$ cat src/rtl/rcordic_pkg.sv
package rcordic_pkg;

    // Guard bits added around the external widths
    localparam int INT_GUARD  = 2;   // headroom for gain up to ~1.65 and diagonal inputs
    localparam int FRAC_GUARD = 4;   // extra x/y fraction bits against truncation bias
    localparam int ANG_GUARD  = 4;   // extra angle fraction bits against constant rounding

    localparam real PI_R = 3.14159265358979323846;

    // Direction of one elementary rotation, decided from the running angle sign
    typedef enum logic {
        DIR_POS = 1'b0,   // counter-clockwise, angle decreases by the constant
        DIR_NEG = 1'b1    // clockwise, angle increases by the constant
    } rot_dir_e;

    // arctan(2^-idx) expressed on a scale where 2^scale_bits represents pi
    function automatic longint atan_code(input int idx, input int scale_bits);
        real t;
        t = $atan(2.0 ** (-idx)) * (2.0 ** scale_bits) / PI_R;
        return longint'(t);
    endfunction

endpackage

$ cat src/rtl/rcordic_stage.sv
module rcordic_stage
    import rcordic_pkg::*;
#(
    parameter int IDX = 0,
    parameter int XW  = 22,
    parameter int ZW  = 20
) (
    input  logic                 clk,
    input  logic                 rst,
    input  logic                 vi,
    input  logic signed [XW-1:0] xi,
    input  logic signed [XW-1:0] yi,
    input  logic signed [ZW-1:0] zi,
    output logic                 vo,
    output logic signed [XW-1:0] xo,
    output logic signed [XW-1:0] yo,
    output logic signed [ZW-1:0] zo
);

    localparam logic signed [ZW-1:0] STEP = ZW'(atan_code(IDX, ZW - 1));

    rot_dir_e             dir;
    logic signed [XW-1:0] x_sh, y_sh;
    logic signed [XW-1:0] x_nx, y_nx;
    logic signed [ZW-1:0] z_nx;

    assign dir  = zi[ZW-1] ? DIR_NEG : DIR_POS;
    // constant shifts: pure wiring, no shifter
    assign x_sh = xi >>> IDX;
    assign y_sh = yi >>> IDX;

    always_comb begin
        case (dir)
            DIR_POS: begin
                x_nx = xi - y_sh;
                y_nx = yi + x_sh;
                z_nx = zi - STEP;
            end
            default: begin
                x_nx = xi + y_sh;
                y_nx = yi - x_sh;
                z_nx = zi + STEP;
            end
        endcase
    end

    always_ff @(posedge clk) begin
        if (rst) vo <= 1'b0;
        else     vo <= vi;
    end

    always_ff @(posedge clk) begin
        xo <= x_nx;
        yo <= y_nx;
        zo <= z_nx;
    end

    // ---------------- assertions ----------------
    localparam int NW = 2 * XW + 4;

    logic signed [NW-1:0] xie, yie, xoe, yoe;
    logic signed [NW-1:0] n_in, n_out, slack;
    logic        [ZW:0]   zin_mag, zout_mag;
    logic        [ZW:0]   step_mag;

    assign xie      = NW'(xi);
    assign yie      = NW'(yi);
    assign xoe      = NW'(xo);
    assign yoe      = NW'(yo);
    assign n_in     = xie * xie + yie * yie;
    assign n_out    = xoe * xoe + yoe * yoe;
    assign slack    = (((xi[XW-1] ? -xie : xie) + (yi[XW-1] ? -yie : yie)) <<< 2) + NW'(8);
    assign zin_mag  = zi[ZW-1] ? (ZW+1)'(-(ZW+1)'(zi)) : (ZW+1)'(zi);
    assign zout_mag = zo[ZW-1] ? (ZW+1)'(-(ZW+1)'(zo)) : (ZW+1)'(zo);
    assign step_mag = (ZW+1)'(STEP);

    // a valid flag here only ever follows a valid flag one stage earlier
    p_valid_follow_r1: assert property (@(posedge clk) disable iff (rst)
        vo |-> $past(vi));

    // the running angle stays within max(previous magnitude, this step)
    p_resid_bounded_r4: assert property (@(posedge clk) disable iff (rst)
        vo |-> (zout_mag <= (($past(zin_mag) > step_mag) ? $past(zin_mag) : step_mag)));

    // the squared length never drops by more than this stage's rounding slack
    p_norm_grows_r3: assert property (@(posedge clk) disable iff (rst)
        vo |-> (n_out + $past(slack) >= $past(n_in)));

endmodule

$ cat src/rtl/rcordic.sv
module rcordic
    import rcordic_pkg::*;
#(
    parameter int DW     = 16,
    parameter int AW     = 16,
    parameter int STAGES = 16
) (
    input  logic                 clk,
    input  logic                 rst,
    input  logic                 in_valid,
    input  logic signed [DW-1:0] in_x,
    input  logic signed [DW-1:0] in_y,
    input  logic signed [AW-1:0] in_ang,
    output logic                 out_valid,
    output logic signed [DW+1:0] out_x,
    output logic signed [DW+1:0] out_y,
    output logic signed [AW-1:0] out_resid
);

    localparam int XW = DW + INT_GUARD + FRAC_GUARD;
    localparam int ZW = AW + ANG_GUARD;
    localparam int OW = DW + INT_GUARD;

    logic                 v_l [0:STAGES];
    logic signed [XW-1:0] x_l [0:STAGES];
    logic signed [XW-1:0] y_l [0:STAGES];
    logic signed [ZW-1:0] z_l [0:STAGES];

    // widen inputs: sign bits on top, zero fraction bits below
    assign v_l[0] = in_valid;
    assign x_l[0] = $signed({{INT_GUARD{in_x[DW-1]}}, in_x, {FRAC_GUARD{1'b0}}});
    assign y_l[0] = $signed({{INT_GUARD{in_y[DW-1]}}, in_y, {FRAC_GUARD{1'b0}}});
    assign z_l[0] = $signed({in_ang, {ANG_GUARD{1'b0}}});

    for (genvar g = 0; g < STAGES; g++) begin : g_stage
        rcordic_stage #(
            .IDX (g),
            .XW  (XW),
            .ZW  (ZW)
        ) u_stage (
            .clk (clk),
            .rst (rst),
            .vi  (v_l[g]),
            .xi  (x_l[g]),
            .yi  (y_l[g]),
            .zi  (z_l[g]),
            .vo  (v_l[g+1]),
            .xo  (x_l[g+1]),
            .yo  (y_l[g+1]),
            .zo  (z_l[g+1])
        );
    end

    // drop guard fraction bits by flooring
    assign out_valid = v_l[STAGES];
    assign out_x     = x_l[STAGES][XW-1 -: OW];
    assign out_y     = y_l[STAGES][XW-1 -: OW];
    assign out_resid = z_l[STAGES][ZW-1 -: AW];

    // reset empties the output in the following cycle
    p_reset_clears_r6: assert property (@(posedge clk)
        rst |=> !out_valid);

endmodule

$ cat config.mk
export PLATFORM = sky130hd
export DESIGN_NAME = rcordic
export DESIGN_NICKNAME = d
export VERILOG_FILES = /design/src/rtl/rcordic_pkg.sv /design/src/rtl/rcordic_stage.sv /design/src/rtl/rcordic.sv
export SDC_FILE = /design/constraint.sdc
export NUM_CORES = 2
export LEC_CHECK = 0
export BUFFER_PORTS_ARGS = -buffer_cell sky130_fd_sc_hd__buf_2
export CAP_MARGIN = 10
export CORE_MARGIN = 2
export CORE_UTILIZATION = 45
export DETAILED_ROUTE_END_ITERATION = 8
export RECOVER_POWER = 100
export SLEW_MARGIN = 20
export SYNTH_ARGS = -nofsm -noshare
export SYNTH_HDL_FRONTEND = slang
export SYNTH_SLANG_ARGS = --single-unit
$ cat constraint.sdc
create_clock -name clk -period 4.9 [get_ports clk]
set_input_delay 0.245 -clock clk [delete_from_list [all_inputs] [get_ports clk]]
set_output_delay 0.245 -clock clk [all_outputs]
set_load 0.02 [all_outputs]
==> impl_metrics.json <==
{
  "clk_pin_slew_ns": 0.06,
  "cts_setup_buffers": 0,
  "drcViolationCount": 0,
  "async_flop_share_pct": 0,
  "antenna_left": 0,
  "synth.area.top_cells": "dfxtp_1 28%, ha_1 18%, xnor2_1 9.3%",
  "synth_area_leader_cell": "dfxtp_1",
  "ios": 104,
  "crit_fanout": 32,
  "hp-class": "input pin to register",
  "fp.dieW_um": 401,
  "maxCapViolCount": 1,
  "fin_nets": 9484,
  "grt_max_degree": 41,
  "antenna_found_initial": 4,
  "diodes": 0,
  "place_hpwl_mm": 143,
  "layout_min_cycle_time_ns": 4.52,
  "relSlewSlack_pct": -28.7,
  "finalHoldViolCount": 0,
  "dieArea_um2": 161000,
  "htreeDepth": 3,
  "drtIter0Drc": 3227,
  "synth_most_common_cell": "ha_1",
  "overflow": 0,
  "rsz0062_at_grt": "no",
  "final-setup-viol-count": 0,
  "clock_sinks": 984,
  "cts_buffer_depth": 3,
  "end_kind": "register",
  "status": "complete, but fails checks",
  "path_cells": "buf_4 -> inv_1 -> clkbuf_1 -> o41ai_1 -> xor2_1 -> ha_1 -> inv_1 -> o41ai_1 -> a21oi_1 -> o21ai_0 -> or4b_1 -> nand3_1",
  "yosysSeqAreaShare_pct": 27.8,
  "crit_required_ns": 5.52,
  "row_count": 145,
  "synth_cells": 8206,
  "placed_cell_area_um2": 73900,
  "io_buffers": 103,
  "synth_top_cells_by_count": "1021 x ha_1, 984 x dfxtp_1, 887 x a21oi_1, 757 x xnor2_1, 669 x nor2_1",
  "worst_hold_slack_ns": 0.0639,
  "firstDrtPassIters": 5,
  "cts-root-buf": "clkbuf_16",
  "grt_first_pass_wirelength_mm": 289,
  "numCtsBuffers": 112,
  "die_height_um": 401,
  "place.gp.congestion": 0.906,
  "grt_pass1_vias": 55952,
  "drive_above_1_share_pct": 4.35,
  "initial_utilization_pct": 45.4,
  "fin_area_um2": 77900,
  "wl_per_cell_um": 16.8,
  "violations": "max-capacitance violations, max-slew violations",
  "cp_num_buf_inv": 4,
  "synth-edff-count": 0,
  "tightest_slew_ns": 1.93,
  "synthFlopType": "dfxtp_1",
  "critPathMaxStageDelay_ns": 1.00,
  "finClkSkew_ns": 0.0602,
  "synth_area_per_cell_um2": 8.65,
  "wl_mm": 177,
  "dr_total_vias": 57779,
  "clk_latency_ns": 0.75,
  "ys_warn_count": 0,
  "cts_tree": "done",
  "ys_types": 92,
  "fp.coreArea_um2": 156000,
  "grtUsageTotal_pct": 21.5,
  "cp_top_family": "compound AO/OA/AOI/OAI gates",
  "cp-start-kind": "register",
  "tns_ns": 0,
  "yosys_register_bits": 984,
  "period_share_pct": 92.2,
  "critical_path_class": "register to register",
  "netlist_area_um2": 71000,
  "syn_nets": 9319,
  "timing.fmax_mhz": 221,
  "netlist.area_leader.share_pct": 27.8,
  "arrival_ns": 5.14,
  "area_growth_pct": 9.82,
  "report.final.slew_viol_count": 41,
  "via_per_inst": 5.49,
  "slowest_stage": "clkbuf_1"
}
==> kinds of logic after synthesis <==
| family | after synthesis | share of synthesized area, % |
|---|---|---|
| xor gates and xnor gates | 1127 | 13.9 |
| and+or+nand+nor | 2076 | 14.3 |
| buffers and inverters | 550 | 2.91 |
| muxes | 83 | 1.24 |
| DFF | 984 | 27.8 |
| AOI/OAI and AO/OA | 2324 | 20.7 |
| adders and majority gates | 1062 | 19.2 |
==> worst min-delay path: cells and delay by family <==
kind | cells | cell delay (ns)
multiplexers | 1 | 0.06
buffers and inverters | 1 | 0.11
adder cells (fa/ha/maj) | 2 | 0.36
==> routing by layer <==
metal / track usage, % / up-vias / wire length, um
li1: - / 29634 / -
met1: 27.9 / 26900 / 82900
met2: 37.1 / 1012 / 82600
met3: 2.51 / 233 / 6940
met4: 6.56 / 0 / 4920
met5: 0 / - / 0
==> sequential cells by signal, indices dropped and copies added, names as in the netlist <==
| register | flops |
|---|---|
| g_stage.u_stage.xo | 338 |
| g_stage.u_stage.zo | 293 |
| g_stage.u_stage.yo | 337 |
| g_stage.u_stage.vo | 16 |
==> final timing paths <==
check | to | slack [ns] | depth (start not counted) | from
max | g_stage[10].u_stage.yo[18] | 0.38 | 12 | g_stage[9].u_stage.zo[19]
min | g_stage[0].u_stage.yo[5] | 0.06 | 4 | in_x[0]
max reg2reg | g_stage[10].u_stage.yo[18] | 0.38 | 12 | g_stage[9].u_stage.zo[19]
min reg2reg | g_stage[7].u_stage.zo[1] | 0.32 | 0 | g_stage[6].u_stage.zo[1]
==> cell type report <==
class | count | area (um^2)
Clock buffer | 150 | 3170
Tap cell | 2058 | 2570
Clock inverter | 62 | 788
Inverter | 429 | 1610
Timing Repair Buffer | 172 | 1000
Fill cell | 14904 | 78400
Sequential cell | 984 | 19700
Multi-Input combinational cell | 6672 | 49100
==> metrics by stage <==
step,cells,setup slack [ns],util (%)
floorplan,8206,0.947,-
global placement,10282,0.846,47.3
detailed placement,10282,0.819,47.3
CTS,10527,0.731,50.0
global route,10527,0.175,49.8
finish,10527,0.384,49.8
==> what timing repair did <==
item | in CTS | in global routing
hold buffers | 33 | 0
setup endpoints to repair | 0 | 0
gates resized for setup | 0 | 0
endpoints found under the hold margin | 46 | 0
==> cells in the final DEF, fill, tap and decap left out, drive strengths merged, types with 18 or more instances in the layout <==
cell type | synthesis | layout
a2111oi | 39 | 39
a211o | 20 | 20
a211oi | 68 | 68
a21boi | 33 | 33
a21o | 333 | 333
a21oi | 890 | 890
a31oi | 73 | 73
and2 | 48 | 48
and3 | 73 | 73
and4 | 24 | 24
buf | 19 | 66
clkbuf | 102 | 223
clkinv | 4 | 38
dfxtp | 984 | 984
dlygate4sd3 | 0 | 33
fa | 41 | 41
ha | 1021 | 1021
inv | 425 | 430
mux2 | 39 | 39
mux2i | 44 | 44
nand2 | 369 | 369
nand2b | 102 | 102
nand3 | 128 | 128
nand4 | 46 | 46
nor2 | 669 | 669
nor2b | 139 | 139
nor3 | 257 | 257
nor3b | 18 | 18
nor4 | 50 | 50
o211ai | 35 | 35
o21a | 124 | 124
o21ai | 385 | 385
o21bai | 96 | 96
o31ai | 30 | 30
o41ai | 24 | 24
or2 | 31 | 31
or3 | 63 | 63
or4 | 24 | 24
xnor2 | 758 | 758
xor2 | 369 | 369
Power is left out: the tool's default activity adds up to more than one toggle a clock period on the data nets, which glitch-free logic cannot reach.
